`config.mk`:
```
export PLATFORM = sky130hd
export DESIGN_NAME = sad_skew_array
export DESIGN_NICKNAME = d
export VERILOG_FILES = /design/src/rtl/sad_pkg.sv /design/src/rtl/sad_seq_ctrl.sv /design/src/rtl/sad_pe.sv /design/src/rtl/sad_result_mux.sv /design/src/rtl/sad_skew_array.sv
export SDC_FILE = /design/constraint.sdc
export NUM_CORES = 2
export LEC_CHECK = 0
export BUFFER_PORTS_ARGS = -buffer_cell sky130_fd_sc_hd__buf_4
export CORE_MARGIN = 1.5
export CORE_UTILIZATION = 50
export DETAILED_ROUTE_END_ITERATION = 7
export PLACE_DENSITY = 0.69
export SYNTH_ARGS = -nofsm -noshare
export SYNTH_HDL_FRONTEND = slang
export SYNTH_SLANG_ARGS = --single-unit
```
`constraint.sdc`:
```
create_clock -name clk -period 11.79 [get_ports clk]
set_input_delay 2.358 -clock clk [delete_from_list [all_inputs] [get_ports clk]]
set_output_delay 2.358 -clock clk [all_outputs]
set_load 0.01 [all_outputs]
```
`src/rtl/sad_pkg.sv`:
```
package sad_pkg;
    localparam int DEF_PIX_W = 8;
    localparam int DEF_BLK   = 8;

    // Accumulator width: pixel bits plus log2 of the number of summed terms.
    function automatic int acc_bits(input int pix_w, input int blk);
        return pix_w + 2 * $clog2(blk);
    endfunction
endpackage

```
`src/rtl/sad_seq_ctrl.sv`:
```
module sad_seq_ctrl #(
    parameter int N_PE = 64,
    parameter int T_W  = 7
) (
    input  logic           clk,
    input  logic           rst_n,
    input  logic           start,
    output logic           go,
    output logic [T_W-1:0] cur_t,
    output logic           busy
);
    localparam int LAST = 2 * N_PE - 1;

    typedef struct packed {
        logic           run;
        logic [T_W-1:0] cnt;
    } ctrl_st_t;

    ctrl_st_t st_d, st_q;

    always_comb begin
        st_d  = st_q;
        go    = st_q.run | start;
        cur_t = st_q.run ? st_q.cnt : '0;
        if (go) begin
            if (int'(cur_t) == LAST) begin
                st_d.run = 1'b0;
                st_d.cnt = '0;
            end else begin
                st_d.run = 1'b1;
                st_d.cnt = cur_t + 1'b1;
            end
        end
    end

    always_ff @(posedge clk or negedge rst_n) begin
        if (!rst_n) st_q <= '0;
        else        st_q <= st_d;
    end

    assign busy = st_q.run;
endmodule

```
`src/rtl/sad_pe.sv`:
```
module sad_pe #(
    parameter int PIX_W = 8,
    parameter int BLK   = 8,
    parameter int K     = 0,
    parameter int T_W   = 7,
    parameter int ACC_W = 14
) (
    input  logic             clk,
    input  logic             rst_n,
    input  logic             go,
    input  logic [T_W-1:0]   cur_t,
    input  logic [PIX_W-1:0] ref_in,
    input  logic [PIX_W-1:0] srch_lo,
    input  logic [PIX_W-1:0] srch_hi,
    output logic [PIX_W-1:0] ref_out,
    output logic [ACC_W-1:0] acc_out
);
    localparam int N_PE = BLK * BLK;
    localparam int CW   = $clog2(BLK);
    localparam int COL  = K % BLK;

    typedef struct packed {
        logic [PIX_W-1:0] ref_px;
        logic [ACC_W-1:0] acc;
    } pe_st_t;

    pe_st_t           st_d, st_q;
    logic             in_win, first, use_hi, neg;
    logic [PIX_W-1:0] pick, flip;
    logic [PIX_W:0]   diff;
    logic [ACC_W-1:0] base;

    always_comb begin
        st_d        = st_q;
        st_d.ref_px = ref_in;
        in_win = go && (int'(cur_t) >= K) && (int'(cur_t) < K + N_PE);
        first  = (int'(cur_t) == K);
        // The column phase of the pass is below this element's column exactly
        // when the needed pixel lies in the right half of the previous row.
        use_hi = (int'(cur_t[CW-1:0]) < COL);
        pick   = use_hi ? srch_hi : srch_lo;
        diff   = {1'b0, pick} - {1'b0, ref_in};
        neg    = diff[PIX_W];
        flip   = diff[PIX_W-1:0] ^ {PIX_W{neg}};
        base   = first ? '0 : st_q.acc;
        if (in_win) st_d.acc = base + ACC_W'(flip) + ACC_W'(neg);
    end

    always_ff @(posedge clk or negedge rst_n) begin
        if (!rst_n) st_q <= '0;
        else        st_q <= st_d;
    end

    assign ref_out = st_q.ref_px;
    assign acc_out = st_q.acc;
endmodule

```
`src/rtl/sad_result_mux.sv`:
```
module sad_result_mux #(
    parameter int N_PE  = 64,
    parameter int ACC_W = 14,
    parameter int T_W   = 7,
    parameter int IDX_W = 6
) (
    input  logic             clk,
    input  logic             rst_n,
    input  logic             go,
    input  logic [T_W-1:0]   cur_t,
    input  logic [ACC_W-1:0] accs [N_PE],
    output logic             sad_valid,
    output logic [IDX_W-1:0] sad_idx,
    output logic [ACC_W-1:0] sad_out
);
    typedef struct packed {
        logic             vld;
        logic [IDX_W-1:0] idx;
        logic [ACC_W-1:0] sad;
    } mux_st_t;

    mux_st_t          st_d, st_q;
    logic             capture;
    logic [IDX_W-1:0] sel;

    always_comb begin
        st_d    = st_q;
        capture = go && (int'(cur_t) >= N_PE);
        sel     = cur_t[IDX_W-1:0];
        st_d.vld = capture;
        if (capture) begin
            st_d.idx = sel;
            st_d.sad = accs[sel];
        end
    end

    always_ff @(posedge clk or negedge rst_n) begin
        if (!rst_n) st_q <= '0;
        else        st_q <= st_d;
    end

    assign sad_valid = st_q.vld;
    assign sad_idx   = st_q.idx;
    assign sad_out   = st_q.sad;
endmodule

```
`src/rtl/sad_skew_array.sv`:
```
module sad_skew_array #(
    parameter int PIX_W = sad_pkg::DEF_PIX_W,
    parameter int BLK   = sad_pkg::DEF_BLK
) (
    input  logic                                  clk,
    input  logic                                  rst_n,
    input  logic                                  start,
    input  logic [PIX_W-1:0]                      ref_pix,
    input  logic [PIX_W-1:0]                      srch_lo,
    input  logic [PIX_W-1:0]                      srch_hi,
    output logic                                  sad_valid,
    output logic [$clog2(BLK*BLK)-1:0]            sad_idx,
    output logic [sad_pkg::acc_bits(PIX_W,BLK)-1:0] sad_out
);
    localparam int N_PE  = BLK * BLK;
    localparam int ACC_W = sad_pkg::acc_bits(PIX_W, BLK);
    localparam int IDX_W = $clog2(N_PE);
    localparam int T_W   = $clog2(2 * N_PE);

    logic             go, busy;
    logic [T_W-1:0]   cur_t;
    logic [PIX_W-1:0] ref_link [N_PE+1];
    logic [ACC_W-1:0] accs     [N_PE];

    assign ref_link[0] = ref_pix;

    sad_seq_ctrl #(.N_PE(N_PE), .T_W(T_W)) u_ctrl (
        .clk(clk), .rst_n(rst_n), .start(start),
        .go(go), .cur_t(cur_t), .busy(busy)
    );

    for (genvar k = 0; k < N_PE; k++) begin : g_pe
        sad_pe #(
            .PIX_W(PIX_W), .BLK(BLK), .K(k), .T_W(T_W), .ACC_W(ACC_W)
        ) u_pe (
            .clk(clk), .rst_n(rst_n), .go(go), .cur_t(cur_t),
            .ref_in(ref_link[k]), .srch_lo(srch_lo), .srch_hi(srch_hi),
            .ref_out(ref_link[k+1]), .acc_out(accs[k])
        );
    end

    sad_result_mux #(
        .N_PE(N_PE), .ACC_W(ACC_W), .T_W(T_W), .IDX_W(IDX_W)
    ) u_mux (
        .clk(clk), .rst_n(rst_n), .go(go), .cur_t(cur_t), .accs(accs),
        .sad_valid(sad_valid), .sad_idx(sad_idx), .sad_out(sad_out)
    );
endmodule

```
==> impl_metrics.json <==
{
  "critPathRequiredTime_ns": 12.51,
  "synthesis.area_um2": 111000,
  "crit_cells": 18,
  "drive_gt1_frac": 0.0661,
  "cap_violations": 0,
  "drt-total-wl_mm": 456,
  "cpPeakStageDelay_ns": 0.99,
  "syn_nets": 13800,
  "dieWidth_um": 474,
  "critical_path.cell_chain": "buf_4 > o21a_1 > mux2i_4 > ha_1 > inv_1 > fa_1 > a211oi_1 > o21ai_0 > a31oi_1 > xor2_1 > ha_1 > a21o_1 > o21ai_1 > a31oi_1 > o41ai_1 > nor4b_2 > xnor2_1 > nor2_1",
  "reg2reg_to": "g_pe[34].u_pe.acc_out[13]",
  "htreeDepth": 4,
  "path_class": "register to register",
  "coreArea_um2": 220000,
  "synthCells": 12700,
  "period_needed_ns": 7.80,
  "skew_ns": 0.0388,
  "synth_seq_cells": 1429,
  "max_freq_ghz": 0.128,
  "cp_max_fo": 39,
  "clock_sink_count": 1429,
  "area.growth.synth_to_final_pct": 9.35,
  "grt_pass1_vias": 94700,
  "path_buf_inv": 2,
  "routabilityCongestion": 1.07,
  "initial_core_util": 0.504,
  "cts_buffer_depth": 3,
  "finish.net_count": 13800,
  "postCtsSetupBuffers": 0,
  "synthFlopType": "dfrtp_1",
  "reg2reg_from": "u_ctrl.busy",
  "path_clk_slew_ns": 0.06,
  "grt_usage": 0.399,
  "dr.pass1.iters": 7,
  "synth_edf_count": 0,
  "reg2regPathDepth": 18,
  "finalSetupViolCount": 0,
  "grt-ovfl-total": 0,
  "synth-seq-area-share": 0.322,
  "tightest_slew_ns": 1.38,
  "synthTopCellsByArea": "dfrtp_1 (32%), ha_1 (11%), xnor2_1 (7.6%)",
  "hold_buffers": 0,
  "critPathTopFamily": "compound AO/OA/AOI/OAI gates",
  "crit_start": "u_ctrl.busy",
  "synth_warnings": 0,
  "die_h_um": 474,
  "grt_antenna_before_repair": 50,
  "synth_common_cells": "dfrtp_1 (1,429), nand2_1 (1,234), inv_1 (968)",
  "ant_nets": 0,
  "cts_tree": "built",
  "hold_path_class": "register to register",
  "yosysMostFrequentCell": "dfrtp_1",
  "relSlewSlack": 0.0804,
  "io_pins": 48,
  "drv_slew": 0,
  "cts_root_buffer": "clkbuf_16",
  "regToRegSetupSlack_ns": 3.99,
  "portBuffers": 47,
  "die_area_um2": 225000,
  "post_synth.cell_area_avg_um2": 8.74,
  "drcViolationCount": 0,
  "ys_async_sr_fraction": 1.00,
  "insertion_delay_ns": 0.86,
  "hpwl_mm": 341,
  "cts_made_buffers": 174,
  "row_count": 172,
  "endpoint_kind": "register",
  "drt_iter0_drc": 12400,
  "hold_viol": 0,
  "crit_end": "g_pe[34].u_pe.acc_out[13]",
  "synth.top_cell.area_share": 0.322,
  "rsz0062_at_grt": "no",
  "worstPathArrival_ns": 8.52,
  "vias_per_cell": 6.29,
  "wire_per_inst_um": 28.7,
  "cts_resized": 0,
  "grt_pass1_wl_mm": 650,
  "grt_max_degree": 165,
  "status": "complete, no violations",
  "dr_total_vias": 99700,
  "fin_crit_sh": 0.662,
  "worst_path_max_delay_cell": "mux2i_4",
  "ys_types": 123,
  "setup_tns_ns": 0,
  "start_kind": "register",
  "yosysTopAreaCell": "dfrtp_1"
}
-- cell type report --
type / instances / area [um^2]
fill: 19800 / 98900
multi-input combinational: 9888 / 69800
sequential: 1429 / 35800
clock buffer: 230 / 4910
tap: 2958 / 3700
inverter: 974 / 3670
timing repair buffer: 252 / 2050
clock inverter: 92 / 1260
antenna: 33 / 82.6
-- per-stage QoR --
| step | instances | cell area [um^2] | worst slack, ns | utilization | hold slack (ns) |
|---|---|---|---|---|---|
| 3_5_place_dp | 15500 | 115000 | 3.88 | 0.522 | 0.358 |
| 4_1_cts | 15800 | 121000 | 4.25 | 0.551 | 0.366 |
| 5_1_grt | 15800 | 121000 | 3.79 | 0.551 | 0.371 |
| 2_1_floorplan | 12700 | 111000 | 4.76 | - | 0.354 |
| 3_3_place_gp | 15500 | 115000 | 3.89 | 0.522 | 0.359 |
| 6_report | 15900 | 121000 | 3.99 | 0.551 | 0.371 |
-- cells by family (layout without fill, tap and decap cells) --
family,Yosys count,count (layout),share of synthesized area
buf+inv,1374,1548,0.0490
flops,1429,1429,0.322
simple gates,3718,3718,0.163
xor+xnor,1378,1378,0.109
fa+ha+maj,1090,1090,0.132
mux,329,329,0.0323
other cells,0,33,0
compound gates,3373,3373,0.193
-- per-layer routing --
metal | global-route usage | up-vias | wire length, um
met5 | 0.00389 | - | 239
li1 | - | 44300 | -
met4 | 0.242 | 24 | 32700
met2 | 0.563 | 5382 | 184000
met1 | 0.522 | 48700 | 181000
met3 | 0.137 | 1324 | 57400
-- worst min-delay path by stage --
stage                             start                        to  slack (ns)  depth (start not counted)
6_report        g_pe[5].u_pe.ref_out[3]   g_pe[6].u_pe.ref_out[3]        0.37                          0
5_1_grt        g_pe[28].u_pe.ref_out[5]  g_pe[29].u_pe.ref_out[5]        0.37                          0
4_1_cts        g_pe[56].u_pe.ref_out[4]  g_pe[57].u_pe.ref_out[4]        0.37                          0
3_5_place_dp    g_pe[5].u_pe.ref_out[3]   g_pe[6].u_pe.ref_out[3]        0.36                          0
3_3_place_gp   g_pe[13].u_pe.ref_out[2]  g_pe[14].u_pe.ref_out[2]        0.36                          0
2_1_floorplan   g_pe[9].u_pe.ref_out[1]  g_pe[10].u_pe.ref_out[1]        0.35                          0
-- worst reg2reg max path, cell delays in order (launching register included) --
cell	delay, ns
dfrtp_4	0.70
buf_4	0.68
o21a_1	0.80
mux2i_4	0.99
ha_1	0.33
inv_1	0.07
fa_1	0.42
a211oi_1	0.36
o21ai_0	0.21
a31oi_1	0.86
xor2_1	0.29
ha_1	0.41
a21o_1	0.17
o21ai_1	0.16
a31oi_1	0.16
o41ai_1	0.66
nor4b_2	0.15
xnor2_1	0.19
nor2_1	0.06
-- placed cells by master (no fill, tap or decap), types with 45 or more instances in the layout --
master and count:
a211oi_1 92, a21boi_0 71, a21o_1 362, a21oi_1 908, a221oi_1 47, a31oi_1 107
and2_1 369, and3_1 90, buf_4 239, clkbuf_16 180, dfrtp_1 1422, fa_1 128
ha_1 962, inv_1 967, mux2_2 122, mux2i_1 189, nand2_1 1228, nand2b_1 139
nand3_1 234, nand4_1 76, nor2_1 845, nor2b_1 272, nor3_1 136, nor3b_1 45
o211ai_1 66, o21a_1 113, o21ai_0 802, o21bai_1 119, o22ai_1 191, o31ai_1 104
or3_1 84, xnor2_1 964, xor2_1 414
-- flip-flops by register name (all words and copies together), names as in the netlist --
name and count:
g_pe.u_pe.acc_out 896, g_pe.u_pe.ref_out 504, u_ctrl.busy 1, u_ctrl.st_q 7
u_mux.sad_idx 6, u_mux.sad_out 14, u_mux.sad_valid 1
Power is not shown: default switching activity piles up to over one toggle a cycle in this logic, so the estimate is an artifact.
